### src/rtl/trim_rtc_pkg.sv
package trim_rtc_pkg;

    localparam int ADDR_W    = 3;
    localparam int NUM_MATCH = 2;

    typedef enum logic [ADDR_W-1:0] {
        REG_SECS   = 3'd0,
        REG_MATCH0 = 3'd1,
        REG_MATCH1 = 3'd2,
        REG_SUBM   = 3'd3,
        REG_TRIM   = 3'd4,
        REG_SUBCNT = 3'd5
    } reg_addr_e;

endpackage

### src/rtl/trim_rtc_prediv.sv
module trim_rtc_prediv #(
    parameter int               SUB_W      = 16,
    parameter int               MOD_W      = 6,
    parameter logic [SUB_W-1:0] NOM_RELOAD = 16'h7FFF
) (
    input  logic             clk,
    input  logic             rst_n,
    input  logic             step,
    input  logic [SUB_W-1:0] trim,
    output logic             sec_tick,
    output logic [SUB_W-1:0] subsec
);

    typedef struct packed {
        logic [SUB_W-1:0] prediv;
        logic [SUB_W-1:0] subsec;
        logic [MOD_W-1:0] modcnt;
    } pd_state_t;

    pd_state_t q, d;

    always_comb begin
        d        = q;
        sec_tick = step && (q.prediv == '0);
        if (step) begin
            if (q.prediv == '0) begin
                d.modcnt = q.modcnt + 1'b1;
                d.prediv = (d.modcnt == '0) ? trim : NOM_RELOAD;
                d.subsec = '0;
            end else begin
                d.prediv = q.prediv - 1'b1;
                d.subsec = q.subsec + 1'b1;
            end
        end
    end

    always_ff @(posedge clk or negedge rst_n) begin
        if (!rst_n) begin
            q.prediv <= NOM_RELOAD;
            q.subsec <= '0;
            q.modcnt <= '0;
        end else begin
            q <= d;
        end
    end

    assign subsec = q.subsec;

endmodule

### src/rtl/trim_rtc_match.sv
module trim_rtc_match #(
    parameter int SEC_W = 32,
    parameter int SUB_W = 16
) (
    input  logic             clk,
    input  logic             rst_n,
    input  logic [SEC_W-1:0] sec,
    input  logic [SUB_W-1:0] subsec,
    input  logic [SEC_W-1:0] cmp_sec,
    input  logic [SUB_W-1:0] cmp_sub,
    input  logic             qual,
    output logic             evt
);

    typedef struct packed {
        logic hit;
        logic evt;
    } mt_state_t;

    mt_state_t q, d;
    logic      cond;

    always_comb begin
        cond  = (sec == cmp_sec) && (!qual || (subsec == cmp_sub));
        d.hit = cond;
        d.evt = cond && !q.hit;
    end

    always_ff @(posedge clk or negedge rst_n) begin
        if (!rst_n) begin
            q <= '0;
        end else begin
            q <= d;
        end
    end

    assign evt = q.evt;

endmodule

### src/rtl/trim_rtc.sv
module trim_rtc
    import trim_rtc_pkg::*;
#(
    parameter int               SEC_W      = 32,
    parameter int               SUB_W      = 16,
    parameter int               MOD_W      = 6,
    parameter logic [SUB_W-1:0] NOM_RELOAD = 16'h7FFF
) (
    input  logic                 clk,
    input  logic                 rst_n,
    input  logic                 rtc_en,
    input  logic                 tb_stb,
    input  logic                 wr_en,
    input  logic [ADDR_W-1:0]    wr_addr,
    input  logic [SEC_W-1:0]     wr_data,
    input  logic [ADDR_W-1:0]    rd_addr,
    output logic [SEC_W-1:0]     rd_data,
    output logic [NUM_MATCH-1:0] match_evt
);

    typedef struct packed {
        logic [SEC_W-1:0]                sec;
        logic [NUM_MATCH-1:0][SEC_W-1:0] cmp;
        logic [SUB_W-1:0]                sub_cmp;
        logic                            sub_qual;
        logic [SUB_W-1:0]                trim;
    } rtc_state_t;

    rtc_state_t       q, d;
    logic             sec_tick;
    logic [SUB_W-1:0] sub_cnt;
    logic [SEC_W-1:0] sec_cnt;

    trim_rtc_prediv #(
        .SUB_W     (SUB_W),
        .MOD_W     (MOD_W),
        .NOM_RELOAD(NOM_RELOAD)
    ) u_prediv (
        .clk     (clk),
        .rst_n   (rst_n),
        .step    (rtc_en && tb_stb),
        .trim    (q.trim),
        .sec_tick(sec_tick),
        .subsec  (sub_cnt)
    );

    always_comb begin
        d = q;
        if (sec_tick) begin
            d.sec = q.sec + 1'b1;
        end
        if (wr_en) begin
            case (reg_addr_e'(wr_addr))
                REG_SECS:   d.sec    = wr_data;
                REG_MATCH0: d.cmp[0] = wr_data;
                REG_MATCH1: d.cmp[1] = wr_data;
                REG_SUBM: begin
                    d.sub_cmp  = wr_data[SUB_W-1:0];
                    d.sub_qual = wr_data[SUB_W];
                end
                REG_TRIM:   d.trim   = wr_data[SUB_W-1:0];
                default: ;
            endcase
        end
    end

    always_ff @(posedge clk or negedge rst_n) begin
        if (!rst_n) begin
            q.sec      <= '0;
            q.cmp      <= '1;
            q.sub_cmp  <= '0;
            q.sub_qual <= 1'b0;
            q.trim     <= NOM_RELOAD;
        end else begin
            q <= d;
        end
    end

    always_comb begin
        case (reg_addr_e'(rd_addr))
            REG_SECS:   rd_data = q.sec;
            REG_MATCH0: rd_data = q.cmp[0];
            REG_MATCH1: rd_data = q.cmp[1];
            REG_SUBM:   rd_data = SEC_W'({q.sub_qual, q.sub_cmp});
            REG_TRIM:   rd_data = SEC_W'(q.trim);
            REG_SUBCNT: rd_data = SEC_W'(sub_cnt);
            default:    rd_data = '0;
        endcase
    end

    for (genvar i = 0; i < NUM_MATCH; i++) begin : g_match
        trim_rtc_match #(
            .SEC_W(SEC_W),
            .SUB_W(SUB_W)
        ) u_match (
            .clk    (clk),
            .rst_n  (rst_n),
            .sec    (q.sec),
            .subsec (sub_cnt),
            .cmp_sec(q.cmp[i]),
            .cmp_sub(q.sub_cmp),
            .qual   ((i == 0) ? q.sub_qual : 1'b0),
            .evt    (match_evt[i])
        );
    end

    assign sec_cnt = q.sec;

endmodule

### config.mk
export PLATFORM = sky130hd
export DESIGN_NAME = trim_rtc
export DESIGN_NICKNAME = d
export VERILOG_FILES = /design/src/rtl/trim_rtc_pkg.sv /design/src/rtl/trim_rtc_prediv.sv /design/src/rtl/trim_rtc_match.sv /design/src/rtl/trim_rtc.sv
export SDC_FILE = /design/constraint.sdc
export NUM_CORES = 1
export LEC_CHECK = 0
export ABC_AREA = 1
export BUFFER_PORTS_ARGS = -buffer_cell sky130_fd_sc_hd__buf_2
export CORE_ASPECT_RATIO = 0.6
export CORE_MARGIN = 3
export CORE_UTILIZATION = 47
export DETAILED_ROUTE_END_ITERATION = 6
export PLACE_DENSITY = 0.72
export SYNTH_ARGS = -nofsm -noshare
export SYNTH_HDL_FRONTEND = slang
export SYNTH_SLANG_ARGS = --single-unit
### constraint.sdc
create_clock -name clk -period 1.7 [get_ports clk]
set_input_delay 0.255 -clock clk [delete_from_list [all_inputs] [get_ports clk]]
set_output_delay 0.255 -clock clk [all_outputs]
set_load 0.01 [all_outputs]
==> impl_metrics.env, run 1 <==
export IMPL_status="complete, but fails checks"
export IMPL_failed_checks="setup timing"
export IMPL_synth_most_common_cell="nand2_1"
export IMPL_place_inst=1897
export IMPL_cts_root_buf="clkbuf_16"
export IMPL_crit_fanout=2
export IMPL_seq_area_frac_synth_pct=41.4
export IMPL_synth_fa_ha_area_share_pct=0.707
export IMPL_critPathLaunchType="flop"
export IMPL_maxClockFrequency_mhz=540
export IMPL_grt_total_usage_pct=29.6
export IMPL_ys_warn_count=0
export IMPL_rr_endpoint="sec_cnt[29]"
export IMPL_grt_overflow_total=0
export IMPL_required_ps=1440
export IMPL_syn_area_per_cell_um2=7.22
export IMPL_die_x_um=200
export IMPL_dp_slack_ps=-104
export IMPL_vias_per_cell=5.58
export IMPL_port_buffers=76
export IMPL_place_congestion=0.988
export IMPL_final_cells=2002
export IMPL_max_stage_delay_ps=530
export IMPL_clkLatencyLatePin_ps=450
export IMPL_placed_cell_area_um2=12000
export IMPL_crit_path_cell_trace="nand3_1 -> o21ai_1 -> a21oi_1 -> o211ai_1 -> buf_2"
export IMPL_rsz0062_at_grt="true"
export IMPL_slew_headroom_pct=62.7
export IMPL_power_density_nw_per_um2=1160
export IMPL_cts_buffers=17
export IMPL_clk_pin_slew_ps=60
export IMPL_min_delay_start="wr_data[21]"
export IMPL_dp_hpwl_um=26100
export IMPL_fin_skew_ps=9.30
export IMPL_synthMuxAreaShare_pct=0
export IMPL_die_h_um=122
export IMPL_r2r_start="u_prediv.q[22]"
export IMPL_synth_compound_area_share_pct=11.7
export IMPL_total_leakage_power_uw=0.00653
export IMPL_floorplan_io_pins=77
export IMPL_critPathTopFamily="flip-flops"
export IMPL_grt_start_max_net_pins=51
export IMPL_whs_endpoint="sec_cnt[21]"
export IMPL_layout_nets=1736
export IMPL_avgRoutedWirePerCell_um=18.6
export IMPL_synth_top_area_cell="dfstp_2"
export IMPL_core_area_um2=21600
export IMPL_initialDrtViolationCount=1288
export IMPL_postRouteAntennaNets=0
export IMPL_routed_wirelength_um=37200
export IMPL_setup_slack_ps=-152
export IMPL_cp_slowest_cell="dfstp_2"
export IMPL_ys_flop_type="dfstp_2"
export IMPL_synthXorXnorAreaFrac_pct=6.68
export IMPL_num_vias=11200
export IMPL_synth_top_cell_area_share_pct=23.3
export IMPL_ir_drop_v=0.000786
export IMPL_cts_tree="built"
export IMPL_cts_sinks=171
export IMPL_synth_top_cells_by_count="nand2_1 (447), o21ai_0 (144), inv_1 (143)"
export IMPL_fillers=1812
export IMPL_async_flop_share_pct=100
export IMPL_synth_nets=1520
export IMPL_min_path_type="in2reg"
export IMPL_drive_gt1_share_pct=34.7
export IMPL_start_util_pct=49.2
export IMPL_tightest_slew_ps=559
export IMPL_drt_first_pass_iters=6
export IMPL_hold_violations=0
export IMPL_synth_edff_count=0
export IMPL_cts_path_max_buffers=2
export IMPL_syn_inst=1471
export IMPL_synth_top_family_by_area="simple AND/OR/NAND/NOR gates"
export IMPL_critical_path_arrival_ps=1600
export IMPL_drv_cap=0
export IMPL_synth_cell_types=42
export IMPL_drc=0
export IMPL_r2r_setup_slack_ps=-30
export IMPL_netlist_area_um2=10600
export IMPL_dieArea_um2=24500
export IMPL_yosys_top_cells_area="dfstp_2 (23%), dfrtp_1 (18%), nand2_1 (16%), o21ai_0 (6.8%), nand3_1 (5.2%)"
export IMPL_hold_depth=3
export IMPL_setup_violations=19
export IMPL_maxSlewViolCount=0
export IMPL_ys_seq_elements=171
export IMPL_finish_instance_area_um2=13900
export IMPL_rows=41
export IMPL_r2r_cells=12
export IMPL_worstSetupPathType="reg2out"
export IMPL_fin_crit_ps=1850
export IMPL_finalCritPeriodShare_pct=109
export IMPL_grt_pass1_vias=9923
export IMPL_setup_tns_final_ps=-1040
export IMPL_yosys_area_share_simple_pct=30.9
export IMPL_endpoint_kind="output port"
export IMPL_h_tree_depth=4
export IMPL_crit_buf_inv=1
export IMPL_syn_to_final_growth_pct=31.3
export IMPL_grt_pass1_wl_um=55400
export IMPL_antenna_found_initial=0
[how the worst max path moves through the flow]
stage | from | endpoint | depth (start not counted)
after global routing | q[9] | rd_data[9] | 5
after detailed placement | u_prediv.q[22] | sec_cnt[27] | 10
after CTS | q[9] | rd_data[9] | 5
after global placement | u_prediv.q[22] | sec_cnt[29] | 10
after floorplan | u_prediv.q[22] | u_prediv.subsec[11] | 9
final | q[10] | rd_data[10] | 5
[where the power goes]
part	total [µW]	switching, µW	internal (µW)
clock network	4120	1740	2380
registers	6280	980	5300
logic	5810	3310	2510
[registers in the layout, indices dropped and copies added (netlist names)]
name,cells
g_match.u_match.evt,2
g_match.u_match.q,2
q,97
sec_cnt,32
u_prediv.q,22
u_prediv.subsec,16
[per-layer routing]
layer	global-route usage, %	share of wire (%)
met5	0	0
met4	6.27	1.4
met1	47.4	46
met2	38.5	40
met3	8.75	12
[stage by stage]
| stage | total power (µW) | utilization, % | hold slack [ps] |
|---|---|---|---|
| floorplan | 9000 | - | -40.6 |
| global placement | 10600 | 55.7 | 177 |
| detailed placement | 10800 | 55.7 | 179 |
| CTS | 15300 | 60.3 | 11.4 |
| global route | 17100 | 64.6 | 20.7 |
| finish | 16200 | 64.6 | 21.2 |
[tightest hold or removal path, cell delays in order]
cell,delay (ps)
buf_2,90
nand2_1,50
nand2_1,50
[what timing repair did]
action	4_1_cts	5_1_grt
setup endpoints to repair	41	88
endpoints found under the hold margin	32	0
setup buffers	39	30
pin swaps	16	37
hold buffers	1	0
gates resized for setup	65	177
gates cloned	0	3
[cells in the final DEF, fill, tap and decap left out, types with 22 or more instances in the layout]
master	n
nand2_1	430
buf_4	170
dfrtp_1	48
nor2_1	109
xor2_1	47
inv_2	22
xnor2_1	32
a21oi_1	23
nand3_1	87
dfstp_2	94
nor2_4	23
buf_2	73
inv_1	122
dfrtp_2	29
o21ai_0	116
[area by class of cell]
cell class | instances | area [µm²] | area share, %
Sequential cell | 171 | 4430 | 31.8
Timing Repair Buffer | 269 | 2010 | 14.4
Clock inverter | 12 | 146 | 1.05
Clock buffer | 20 | 457 | 3.27
Multi-Input combinational cell | 1077 | 5900 | 42.3
Timing Repair inverter | 2 | 25.0 | 0.179
Inverter | 149 | 592 | 4.24
Antenna cell | 1 | 2.50 | 0.0179
Tap cell | 301 | 377 | 2.70
[cells by family (layout without fill, tap and decap cells)]
family                     Yosys count  after routing
AOI/OAI and AO/OA                  223            223
xor gates and xnor gates            81             81
adders and majority gates            6              6
buffers and inverters              223            452
DFF                                171            171
other                                0              1
and+or+nand+nor                    767            767
(Power assumes the default switching activity.)
==> run 2, diff against run 1 <==
--- a/config.mk
+++ b/config.mk
@@ -13,4 +13,5 @@
 export DETAILED_ROUTE_END_ITERATION = 6
 export PLACE_DENSITY = 0.72
+export SKIP_LAST_GASP = 1
 export SYNTH_ARGS = -nofsm -noshare
 export SYNTH_HDL_FRONTEND = slang
==> constraint.sdc (replaced) <==
create_clock -name clk -period 1.7 [get_ports clk]
set_input_delay 0.255 -clock clk [delete_from_list [all_inputs] [get_ports clk]]
set_output_delay 0.255 -clock clk [all_outputs]
set_load 0.05 [all_outputs]
==> impl_metrics.env, run 2 (synthesis results as in run 1) <==
export IMPL_status="complete, but fails checks"
export IMPL_failed_checks="setup timing"
export IMPL_endpoint_kind="output port"
export IMPL_place_congestion=1.03
export IMPL_min_path_type="in2reg"
export IMPL_rsz0062_at_grt="true"
export IMPL_syn_to_final_growth_pct=41.0
export IMPL_setup_slack_ps=-190
export IMPL_antenna_found_initial=0
export IMPL_total_leakage_power_uw=0.00697
export IMPL_cp_slowest_cell="dfstp_2"
export IMPL_ir_drop_v=0.000843
export IMPL_num_vias=11500
export IMPL_crit_path_cell_trace="nand3_1 -> o21ai_1 -> a21oi_1 -> o211ai_1 -> buf_4"
export IMPL_largest_reg_flops=97
export IMPL_rr_endpoint="sec_cnt[22]"
export IMPL_met2_usage_pct=39.3
export IMPL_crit_fanout=2
export IMPL_setup_tns_final_ps=-5070
export IMPL_r2r_cells=12
export IMPL_multiInputGateArea_um2=6280
export IMPL_placed_cell_area_um2=12200
export IMPL_port_buffers=76
export IMPL_final_cell_mix="nand2_1 (407), buf_4 (176), inv_1 (112), o21ai_0 (112), nor2_1 (104)"
export IMPL_critPathTopFamily="flip-flops"
export IMPL_tightest_slew_ps=449
export IMPL_grt_pass1_wl_um=56300
export IMPL_hold_violations=0
export IMPL_cts_buffers=17
export IMPL_maxClockFrequency_mhz=529
export IMPL_maxSlewViolCount=0
export IMPL_clkLatencyLatePin_ps=460
export IMPL_grt_pass1_vias=9984
export IMPL_rows=41
export IMPL_diodes=0
export IMPL_critical_path_arrival_ps=1640
export IMPL_cts_root_buf="clkbuf_16"
export IMPL_whs_endpoint="sec_cnt[24]"
export IMPL_dp_hpwl_um=26300
export IMPL_avgRoutedWirePerCell_um=19.7
export IMPL_drc=0
export IMPL_regMostFlops="q"
export IMPL_use_met3_pct=13.3
export IMPL_drive_gt1_share_pct=39.1
export IMPL_layout_commonest_cell="nand2_1"
export IMPL_start_util_pct=49.2
export IMPL_worstSetupPathType="reg2out"
export IMPL_dieArea_um2=24500
export IMPL_fillers=1679
export IMPL_h_tree_depth=4
export IMPL_die_h_um=122
export IMPL_postRouteAntennaNets=0
export IMPL_grt_total_usage_pct=30.5
export IMPL_required_ps=1440
export IMPL_whs_ps=18.8
export IMPL_floorplan_io_pins=77
export IMPL_initialDrtViolationCount=1630
export IMPL_cts_path_max_buffers=2
export IMPL_critPathLaunchType="flop"
export IMPL_vias_per_cell=5.66
export IMPL_clk_pin_slew_ps=70
export IMPL_power_density_nw_per_um2=1160
export IMPL_seq_area_um2=4430
export IMPL_drv_cap=0
export IMPL_grtUsageMet1_pct=46.6
export IMPL_slew_headroom_pct=69.9
export IMPL_layout_nets=1761
export IMPL_setup_violations=68
export IMPL_finish_instance_area_um2=15000
export IMPL_routed_wirelength_um=39900
export IMPL_grt_busiest_layer="met1"
export IMPL_die_x_um=200
export IMPL_drt_first_pass_iters=6
export IMPL_postLayoutCoreUtil_pct=69.3
export IMPL_fin_crit_ps=1890
export IMPL_r2r_setup_slack_ps=-170
export IMPL_finalCritPeriodShare_pct=111
export IMPL_grt_overflow_total=0
export IMPL_min_delay_start="wr_data[24]"
export IMPL_core_area_um2=21600
export IMPL_cts_tree="built"
export IMPL_hold_depth=3
export IMPL_max_stage_delay_ps=530
export IMPL_grt_start_max_net_pins=65
export IMPL_crit_buf_inv=1
export IMPL_cts_sinks=171
export IMPL_r2r_start="u_prediv.q[22]"
export IMPL_fin_skew_ps=11.1
## run 2: final cells by class
class | count | share of cell area, %
clock inverter | 13 | 1.10
sequential | 171 | 29.6
timing repair inverter | 4 | 0.334
multi-input combinational | 1077 | 42.0
inverter | 149 | 3.99
tap | 301 | 2.52
clock buffer | 19 | 3.02
timing repair buffer | 292 | 17.5
## run 2: through the flow
| step | total power [µW] | setup slack (ps) | std cells |
|---|---|---|---|
| 4_1_cts | 16100 | -160 | 1973 |
| 5_1_grt | 18100 | -264 | 2026 |
| 3_3_place_gp | 11100 | -231 | 1898 |
| 6_report | 17300 | -190 | 2026 |
| 3_5_place_dp | 11200 | -236 | 1898 |
| 2_1_floorplan | 9360 | -260 | 1471 |
## run 2: what timing repair did
action                                  CTS  global route
hold buffers                              1             0
endpoints found under the setup margin   76            86
pin swaps                                34            97
gates resized for setup                 150           253
hold endpoints to repair                 15             0
gates cloned                              1             5
setup buffers                            41            52
## run 2: where the power goes
group	total (µW)	switching, µW	internal, µW
sequential	6280	986	5300
clock	4200	1800	2400
combinational	6810	3980	2830
## run 2: worst min-delay path, delay by kind of cell
kind                   cells  cell delay [ps]
buffers and inverters      1               80
and+or+nand+nor            2              100
## run 2: worst max path at each step
stage	to	start	slack, ps	depth (start not counted)
2_1_floorplan	rd_data[16]	rd_addr[2]	-260	4
3_3_place_gp	rd_data[22]	rd_addr[1]	-230	8
3_5_place_dp	rd_data[22]	rd_addr[1]	-240	8
4_1_cts	rd_data[9]	q[9]	-160	5
5_1_grt	rd_data[9]	q[9]	-260	5
6_report	rd_data[3]	q[3]	-190	5
## run 2: layer usage
layer	wire length, µm	share of wire (%)	up-vias
met3	5580	14	58
met5	88	0.22	-
met4	664	1.7	2
met1	17400	44	5429
met2	16100	40	782
li1	-	-	5205
